### src/rtl/rsc_pkg.sv
package rsc_pkg;
  localparam int DATA_W = 32;
  localparam int B_POR  = 31;
  localparam int B_SPOR = 30;
  localparam int B_SXIR = 29;
  localparam int B_BPOR = 28;
  localparam int B_BXIR = 27;
  localparam logic [DATA_W-1:0] MASK_W1C  = 32'h9800_0000;
  localparam logic [DATA_W-1:0] MASK_SET  = 32'h6000_0000;
  localparam logic [DATA_W-1:0] MASK_LIVE = 32'hF800_0000;
  localparam logic [DATA_W-1:0] VAL_POR   = 32'h8000_0000;
endpackage

### src/rtl/rsc_decode.sv
module rsc_decode #(
  parameter int ADDR_W = 16,
  parameter logic [ADDR_W-1:0] BASE = 16'hF020
) (
  input  logic              sel,
  input  logic              we,
  input  logic [ADDR_W-1:0] addr,
  output logic              wr_hit,
  output logic              rd_hit
);
  logic in_win;
  always_comb begin
    in_win = (addr[ADDR_W-1:3] == BASE[ADDR_W-1:3]);
    wr_hit = sel && we && in_win && addr[2];
    rd_hit = sel && !we && in_win && addr[2];
  end
endmodule

### src/rtl/rsc_counter.sv
module rsc_counter #(
  parameter int CNT_W = 4
) (
  input  logic clk,
  input  logic pwr_rst,
  input  logic sys_rst,
  input  logic clr,
  output logic cnt_zero
);
  localparam logic [CNT_W-1:0] CMAX = '1;
  logic [CNT_W-1:0] cnt;

  always_ff @(posedge clk) begin
    if (pwr_rst)                 cnt <= '0;
    else if (sys_rst) begin
      if (cnt != CMAX)           cnt <= cnt + 1'b1;
    end
    else if (clr)                cnt <= '0;
  end

  assign cnt_zero = (cnt == '0);

  // saturation holds the count at its ceiling
  p_sat_hold_r9: assert property (@(posedge clk) disable iff (pwr_rst)
    (sys_rst && cnt == CMAX) |=> (cnt == CMAX));
  // a clear request without system reset empties the counter
  p_clear_r7: assert property (@(posedge clk) disable iff (pwr_rst)
    (clr && !sys_rst) |=> cnt_zero);
endmodule

### src/rtl/rsc_cause.sv
module rsc_cause
  import rsc_pkg::*;
(
  input  logic              clk,
  input  logic              pwr_rst,
  input  logic              sys_rst,
  input  logic              first,
  input  logic              wr,
  input  logic [DATA_W-1:0] wdata,
  input  logic              btn_por,
  input  logic              btn_xir,
  output logic [DATA_W-1:0] cause
);
  logic [DATA_W-1:0] wd, btn_set, nxt;

  always_comb begin
    wd = wr ? (wdata & MASK_LIVE) : '0;
    btn_set = '0;
    btn_set[B_BPOR] = btn_por;
    btn_set[B_BXIR] = btn_xir;
    nxt = (cause & ~(wd & MASK_W1C)) | (wd & MASK_SET) | btn_set;
  end

  always_ff @(posedge clk) begin
    if (pwr_rst)      cause <= '0;
    else if (sys_rst) begin
      if (first)      cause <= VAL_POR;
    end
    else              cause <= nxt;
  end

  p_first_load_r2: assert property (@(posedge clk) disable iff (pwr_rst)
    (sys_rst && first) |=> (cause == VAL_POR));
  p_keep_on_rst_r3: assert property (@(posedge clk) disable iff (pwr_rst)
    (sys_rst && !first) |=> (cause == $past(cause)));
  p_w1c_top_r4: assert property (@(posedge clk) disable iff (pwr_rst)
    (!sys_rst && wr && wdata[B_POR]) |=> !cause[B_POR]);
  p_soft_sticky_r5: assert property (@(posedge clk) disable iff (pwr_rst)
    (!sys_rst && cause[B_SPOR]) |=> cause[B_SPOR]);
  p_btn_set_r11: assert property (@(posedge clk) disable iff (pwr_rst)
    (!sys_rst && btn_por) |=> cause[B_BPOR]);
endmodule

### src/rtl/rst_cause_ctl.sv
module rst_cause_ctl
  import rsc_pkg::*;
#(
  parameter int ADDR_W = 16,
  parameter logic [ADDR_W-1:0] BASE = 16'hF020,
  parameter int CNT_W = 4
) (
  input  logic              clk,
  input  logic              pwr_rst,
  input  logic              sys_rst,
  input  logic              bus_sel,
  input  logic              bus_we,
  input  logic [ADDR_W-1:0] bus_addr,
  input  logic [31:0]       bus_wdata,
  input  logic              btn_por_evt,
  input  logic              btn_xir_evt,
  output logic [31:0]       bus_rdata,
  output logic              sys_rst_req
);
  logic wr_hit, rd_hit, cnt_zero, soft_por_wr, soft_any_wr;
  logic [DATA_W-1:0] cause;

  rsc_decode #(.ADDR_W(ADDR_W), .BASE(BASE)) u_dec (
    .sel(bus_sel), .we(bus_we), .addr(bus_addr),
    .wr_hit(wr_hit), .rd_hit(rd_hit)
  );

  always_comb begin
    soft_por_wr = wr_hit && bus_wdata[B_SPOR];
    soft_any_wr = wr_hit && (bus_wdata[B_SPOR] || bus_wdata[B_SXIR]);
  end

  rsc_counter #(.CNT_W(CNT_W)) u_cnt (
    .clk(clk), .pwr_rst(pwr_rst), .sys_rst(sys_rst),
    .clr(soft_por_wr), .cnt_zero(cnt_zero)
  );

  rsc_cause u_cause (
    .clk(clk), .pwr_rst(pwr_rst), .sys_rst(sys_rst), .first(cnt_zero),
    .wr(wr_hit), .wdata(bus_wdata),
    .btn_por(btn_por_evt), .btn_xir(btn_xir_evt), .cause(cause)
  );

  always_ff @(posedge clk) begin
    if (pwr_rst || sys_rst) begin
      bus_rdata   <= '0;
      sys_rst_req <= 1'b0;
    end else begin
      bus_rdata   <= rd_hit ? cause : '0;
      sys_rst_req <= soft_any_wr;
    end
  end

  // a request only follows a write carrying a soft flag
  p_req_source_r8: assert property (@(posedge clk) disable iff (pwr_rst)
    sys_rst_req |-> $past(wr_hit && (bus_wdata[B_SPOR] || bus_wdata[B_SXIR])));
  // no data-word read means zero read data next cycle
  p_rd_zero_r10: assert property (@(posedge clk) disable iff (pwr_rst)
    !rd_hit |=> (bus_rdata == '0));
  // unused bits never show on the bus
  p_low_bits_r6: assert property (@(posedge clk) disable iff (pwr_rst)
    rd_hit |=> (bus_rdata[26:0] == '0));
endmodule

### config.mk
export PLATFORM = sky130hd
export DESIGN_NAME = rst_cause_ctl
export DESIGN_NICKNAME = d
export VERILOG_FILES = /design/src/rtl/rsc_pkg.sv /design/src/rtl/rsc_decode.sv /design/src/rtl/rsc_counter.sv /design/src/rtl/rsc_cause.sv /design/src/rtl/rst_cause_ctl.sv
export SDC_FILE = /design/constraint.sdc
export NUM_CORES = 1
export LEC_CHECK = 0
export ABC_AREA = 1
export BUFFER_PORTS_ARGS = -buffer_cell sky130_fd_sc_hd__buf_2
export CAP_MARGIN = 10
export CORE_ASPECT_RATIO = 0.75
export CORE_MARGIN = 2
export CORE_UTILIZATION = 40
export CTS_BUF_LIST = sky130_fd_sc_hd__clkbuf_16
export DETAILED_ROUTE_END_ITERATION = 10
export PLACE_DENSITY = 0.83
export SYNTH_ARGS = -nofsm -noshare
export SYNTH_HDL_FRONTEND = slang
export SYNTH_SLANG_ARGS = --single-unit
### constraint.sdc
create_clock -name clk -period 3.03 [get_ports clk]
set_clock_uncertainty 0.1 [all_clocks]
set_input_delay 0 -clock clk [delete_from_list [all_inputs] [get_ports clk]]
set_output_delay 0 -clock clk [all_outputs]
set_load 0.05 [all_outputs]
## Yosys cells after proc, flatten, opt, wreduce, memory -nomap -nowiden

Index checks and enable logic that the tools add are counted.

| storage, ports and cells | value |
|---|---|
| bits in registers | 69 |
| bits in latches | 0 |
| memory bits (writable) | 0 |
| ROM bits | 0 |
| input bits | 55 |
| memories kept | 0 |

| cells by class | value |
|---|---|
| add/sub/neg operators | 1 |
| multipliers | 0 |
| divide/modulo/power cells | 0 |
| order comparisons | 0 |
| equality and inequality tests | 4 |
| shifts and indexed selects | 0 |
| muxes and demuxes | 6 |
| bitwise gates (word level) | 5 |
| reductions and logical operators | 15 |

Operators with widths:

| cell | count |
|---|---|
| 2-to-1 mux 32 bit | 3 |
| bitwise AND 32 bit | 1 |
| NOT 32 bit | 1 |
| OR 32 x 29 -> 32 bit | 1 |
| OR 32 x 31 -> 32 bit | 1 |
| equality test 13 bit, second input constant | 1 |
| 2-to-1 mux 4 bit | 3 |
| logical AND 1 bit | 8 |
| adder 4 x 1 -> 4 bit, second input constant | 1 |
| zero test 4 bit | 1 |
| != test 2 x 1 -> 1 bit, second input constant | 2 |
| != test 4 bit, second input constant | 1 |
| logical OR 1 bit | 2 |
| AND reduction 2 bit | 1 |
| nonzero test 2 bit | 1 |
| OR reduction 2 bit | 1 |
| zero test 1 bit | 1 |
| NOT 1 bit | 1 |

## Logic depth before layout (Yosys ltp)

| logic depth | value |
|---|---|
| depth after elaboration | 9 |
| mapped depth | 9 |

## Hierarchy

From an unflattened synthesis, not the netlist that was laid out.

| second synthesis, totals | value |
|---|---|
| cells, all modules | 224 |
| area total of the unflattened synthesis | 1834.3 um^2 |

By module, submodules not included:

| module | times used | cells an instance | area an instance (um^2) | sequential area each (um^2) |
|---|---|---|---|---|
| rst_cause_ctl | 1 | 109 | 1062.3 | 660.6 |
| rsc_cause | 1 | 58 | 420.4 | 100.1 |
| rsc_counter | 1 | 37 | 262.8 | 80.1 |
| rsc_decode | 1 | 20 | 88.8 | 0.0 |

## Worst setup path before layout

Ideal clock, no wire load.

| path | value |
|---|---|
| kind | register to register |
| start point | reg u_cnt.cnt[0] |
| end point | reg u_cnt.cnt[0] |
| setup time | 0.121 ns |
| arrival time | 1.026 ns |
| slack | 1.783 ns |
| stages on the path, launching flop included | 7 |
| path buffers | 0 |
| period minus slack after synthesis | 1.247 ns |
| cell sequence | dfxtp_1 > ha_1 > nand2_1 > o21ai_2 > inv_1 > o21ai_1 > a21oi_1 |

| on the way | value |
|---|---|
| word-level cells in the longest chain between the ends | 3 |
| elaborated cells between the ends (all ways) | 6 |

Ends and longest elaborated chain:

| item | line | source |
|---|---|---|
| start: declaration | rsc_counter.sv:11 | `logic [CNT_W-1:0] cnt;` |
| start signal: assignment | rsc_counter.sv:16 | `if (cnt != CMAX) cnt <= cnt + 1'b1;` |
| adder 4 x 1 -> 4 bit / != test 4 bit (equally long branches) | rsc_counter.sv:16 |  |
| 2-to-1 mux 4 bit / != test 2 x 1 -> 1 bit (equally long branches) | - |  |
| 2-to-1 mux 4 bit / AND reduction 2 bit (equally long branches) | - |  |

Several ways; a longest one is shown, not always the timed one. The select of a mux whose other input is x is not followed.
A chain may end at the register's enable or synchronous reset.

## Worst setup path in the final report

| path | value |
|---|---|
| start point | in bus_we |
| end point | reg u_cnt.cnt[2] |

| on the way | value |
|---|---|
| word-level cells in the longest chain between the ends | 6 |

Ends and longest elaborated chain:

| item | line | source |
|---|---|---|
| start: declaration | rst_cause_ctl.sv:12 | `input logic bus_we,` |
| logical AND 1 bit (3 in series) | rsc_decode.sv:14 | `wr_hit = sel && we && in_win && addr[2];` |
| logical AND 1 bit | rst_cause_ctl.sv:29 | `soft_por_wr = wr_hit && bus_wdata[B_SPOR];` |
| nonzero test 2 bit (no source line) | - |  |
| AND reduction 2 bit (no source line) | - |  |

No other way between the ends.

==> run metrics <==
vias=869; Boundary Pins=88; setup violators final=0; initial antenna violation count=0; Initial DRC Count=17; Core Rows=15; initial core utilization=0.4255; hold path depth=5; hold path start=bus_wdata[27]; max cap viols=0; max-slew violation count=0; Reg clk slew, reported paths=50 ps; Data required, critical path=3060 ps; maximum vdd drop=256.6 uV; chip height=46.92 um; worst path arrival time=1910 ps; Hold Crit Class=input pin to register; Root Buffer=clkbuf_16; clock sinks=15; Synth Cell Area=982.2 um^2; fin crit share=0.6206; vias in the first global route=684; CP endpoint kind=register; f_max=531.8 MHz; Hold Violations, Final=0; syn_area_per_cell=7.016 um^2; Filler Cell Count=229; core area=2308 um^2; CP dominant cell by count=dlygate4sd3_1; Cell variety after synth=22; Yosys warning total=0; Min-Delay Endpoint=u_cause.cause[27]$_SDFFE_PP0P_; PD cells=486.6 nW/um^2; r2r worst-path depth=6; WL per Instance=8.776 um; CTS buffer count=3; Total Power=593.6 uW; Layout area overhead=24.20%; Diodes inserted=0; largest net degree at the start of global routing=10; Mapped Cells=140; RSZ-0062 raised after global routing=no; Leakage=0.6610 nW; RR Startpoint=u_cnt.cnt[0]$_SDFFE_PP0P_; Via density=4.061; critical path type=input pin to register; Critical Path Start Type=input pin; die width=61.22 um; first-pass GRT wire length=2849 um; CP max FO=6; CP peak stage delay=540 ps; Tmin final=1880 ps; reg2reg setup slack=1190 ps; gpl congestion=0.7996; cell chain of the critical path=dlygate4sd3_1 > buf_2 > inv_1 > nor2_2 > nand4_1 > nand3_1 > a21oi_1 > dlygate4sd3_1; first drt pass iteration count=4; worst-skew pair later-pin latency=240 ps; Layout Nets=238; IO Port Bufs=31; RR Endpoint=u_cnt.cnt[2]$_SDFFE_PP0P_; layout cells sized above 1=0.2389; setup tns final=0 ps; DR DRC count=0; Synth Register Bits=15; Die ar.=2872 um^2; Crit-path slowest cell=dlygate4sd3_1; status=finished clean; drt total wl=1878 um; post-cts resize count=0; Routed Antenna Nets=0; Final HPWL DP=1426 um; sequential fraction of the synthesis area=0.3057; Min Hold Slack=16.27 ps; Max clock buf depth=2; H-tree depth=1; GRT Overall Usage=0.1376; GR Overflow Total=0; TritonCTS clock tree=built
stage by stage:
stage | worst slack [ps] | std cells | util | instance area (um^2)
detailed placement | 1651 | 203 | 0.4634 | 1070
global placement | 1669 | 203 | 0.4634 | 1070
floorplan | 1783 | 166 | - | 1080
global route | 1037 | 214 | 0.5285 | 1220
CTS | 1161 | 214 | 0.5285 | 1220
finish | 1150 | 214 | 0.5285 | 1220
cells in the mapped netlist:
master,number,area share
nor2_1,18,0.069
nor3_4,1,0.017
a31oi_1,1,0.0064
conb_1,1,0.0038
o21ai_0,1,0.0051
o21ai_2,1,0.0089
o211ai_1,1,0.0076
a21oi_1,6,0.031
dfxtp_1,15,0.31
nand4_1,4,0.025
nand3b_1,2,0.015
o21ai_1,1,0.0051
nand2_1,21,0.080
ha_1,2,0.025
or2_2,1,0.0064
buf_2,1,0.0051
nor2_2,2,0.013
inv_1,23,0.088
buf_4,27,0.21
nand3_1,8,0.041
nand3_2,1,0.010
nand4_2,2,0.025
power breakdown:
group / leakage [nW] / switching, mW / internal (mW) / total [mW]
Combinational: 0.498 / 0.103 / 0.0287 / 0.131
Sequential: 0.122 / 0.00484 / 0.203 / 0.208
Clock: 0.0409 / 0.0785 / 0.176 / 0.255
Total: 0.661 / 0.186 / 0.408 / 0.594
cells by family after synthesis:
logic type,count (synthesis),synth area share
and+or+nand+nor,60,0.3019
buffers and inverters,51,0.2994
DFF,15,0.3057
AOI/OAI and AO/OA,11,0.06369
adders and majority gates,2,0.02547
other,1,0.003818
metal layers:
| layer | share of wire | vias up | global-route usage |
|---|---|---|---|
| met2 | 0.51 | 33 | 0.2404 |
| met4 | 0 | 0 | 0.01304 |
| met1 | 0.42 | 374 | 0.1658 |
| li1 | - | 462 | - |
| met5 | 0 | - | 0 |
| met3 | 0.074 | 0 | 0.05785 |
worst max-delay path: cells and delay by family:
family	cells	cell delay, ps
buf+inv	4	1210
simple gates	3	640
compound gates	1	60
sequential cells by signal (all words and copies together), names as in the netlist:
register       cells
sys_rst_req        1
u_cause.cause      5
u_cnt.cnt          4
bus_rdata          5
final cells by class:
cell class	count	area, um^2	area share
sequential	15	300.3	0.2462
clock inverter	1	5.005	0.004103
multi-input combinational	100	485.5	0.3979
tap	34	42.54	0.03487
inverter	23	86.33	0.07077
clock buffer	3	75.07	0.06154
timing repair buffer	38	225.2	0.1846
layout by cell type (no fill, tap or decap):
cell,netlist,final
conb_1,1,27
nand3_2,1,1
clkinv_2,0,1
o21ai_1,1,1
buf_2,1,31
nand2_1,21,21
o21ai_0,1,1
inv_1,23,23
ha_1,2,2
o21ai_2,1,1
a31oi_1,1,1
or2_2,1,1
nand3b_1,2,2
nor3_4,1,1
a21oi_1,6,6
nor2_1,18,18
nand4_2,2,2
nand4_1,4,4
nor2_2,2,2
o211ai_1,1,1
dlygate4sd3_1,0,7
nand3_1,8,8
dfxtp_1,15,15
clkbuf_16,0,3
worst max-delay path by stage:
stage	startpoint	cells after the start	endpoint	slack, ps
after floorplan	u_cnt.cnt[0]$_SDFFE_PP0P_	6	u_cnt.cnt[0]$_SDFFE_PP0P_	1780
after global placement	u_cnt.cnt[0]$_SDFFE_PP0P_	6	u_cnt.cnt[0]$_SDFFE_PP0P_	1670
after detailed placement	u_cnt.cnt[0]$_SDFFE_PP0P_	6	u_cnt.cnt[0]$_SDFFE_PP0P_	1650
after CTS	bus_we	8	u_cnt.cnt[2]$_SDFFE_PP0P_	1160
after global routing	bus_we	8	u_cnt.cnt[2]$_SDFFE_PP0P_	1040
final	bus_we	8	u_cnt.cnt[2]$_SDFFE_PP0P_	1150
what timing repair did:
item,CTS,global route
hold buffers,7,0
setup buffers,0,0
endpoints found under the hold margin,13,0
Note: power is estimated with default switching activity, not from simulation.
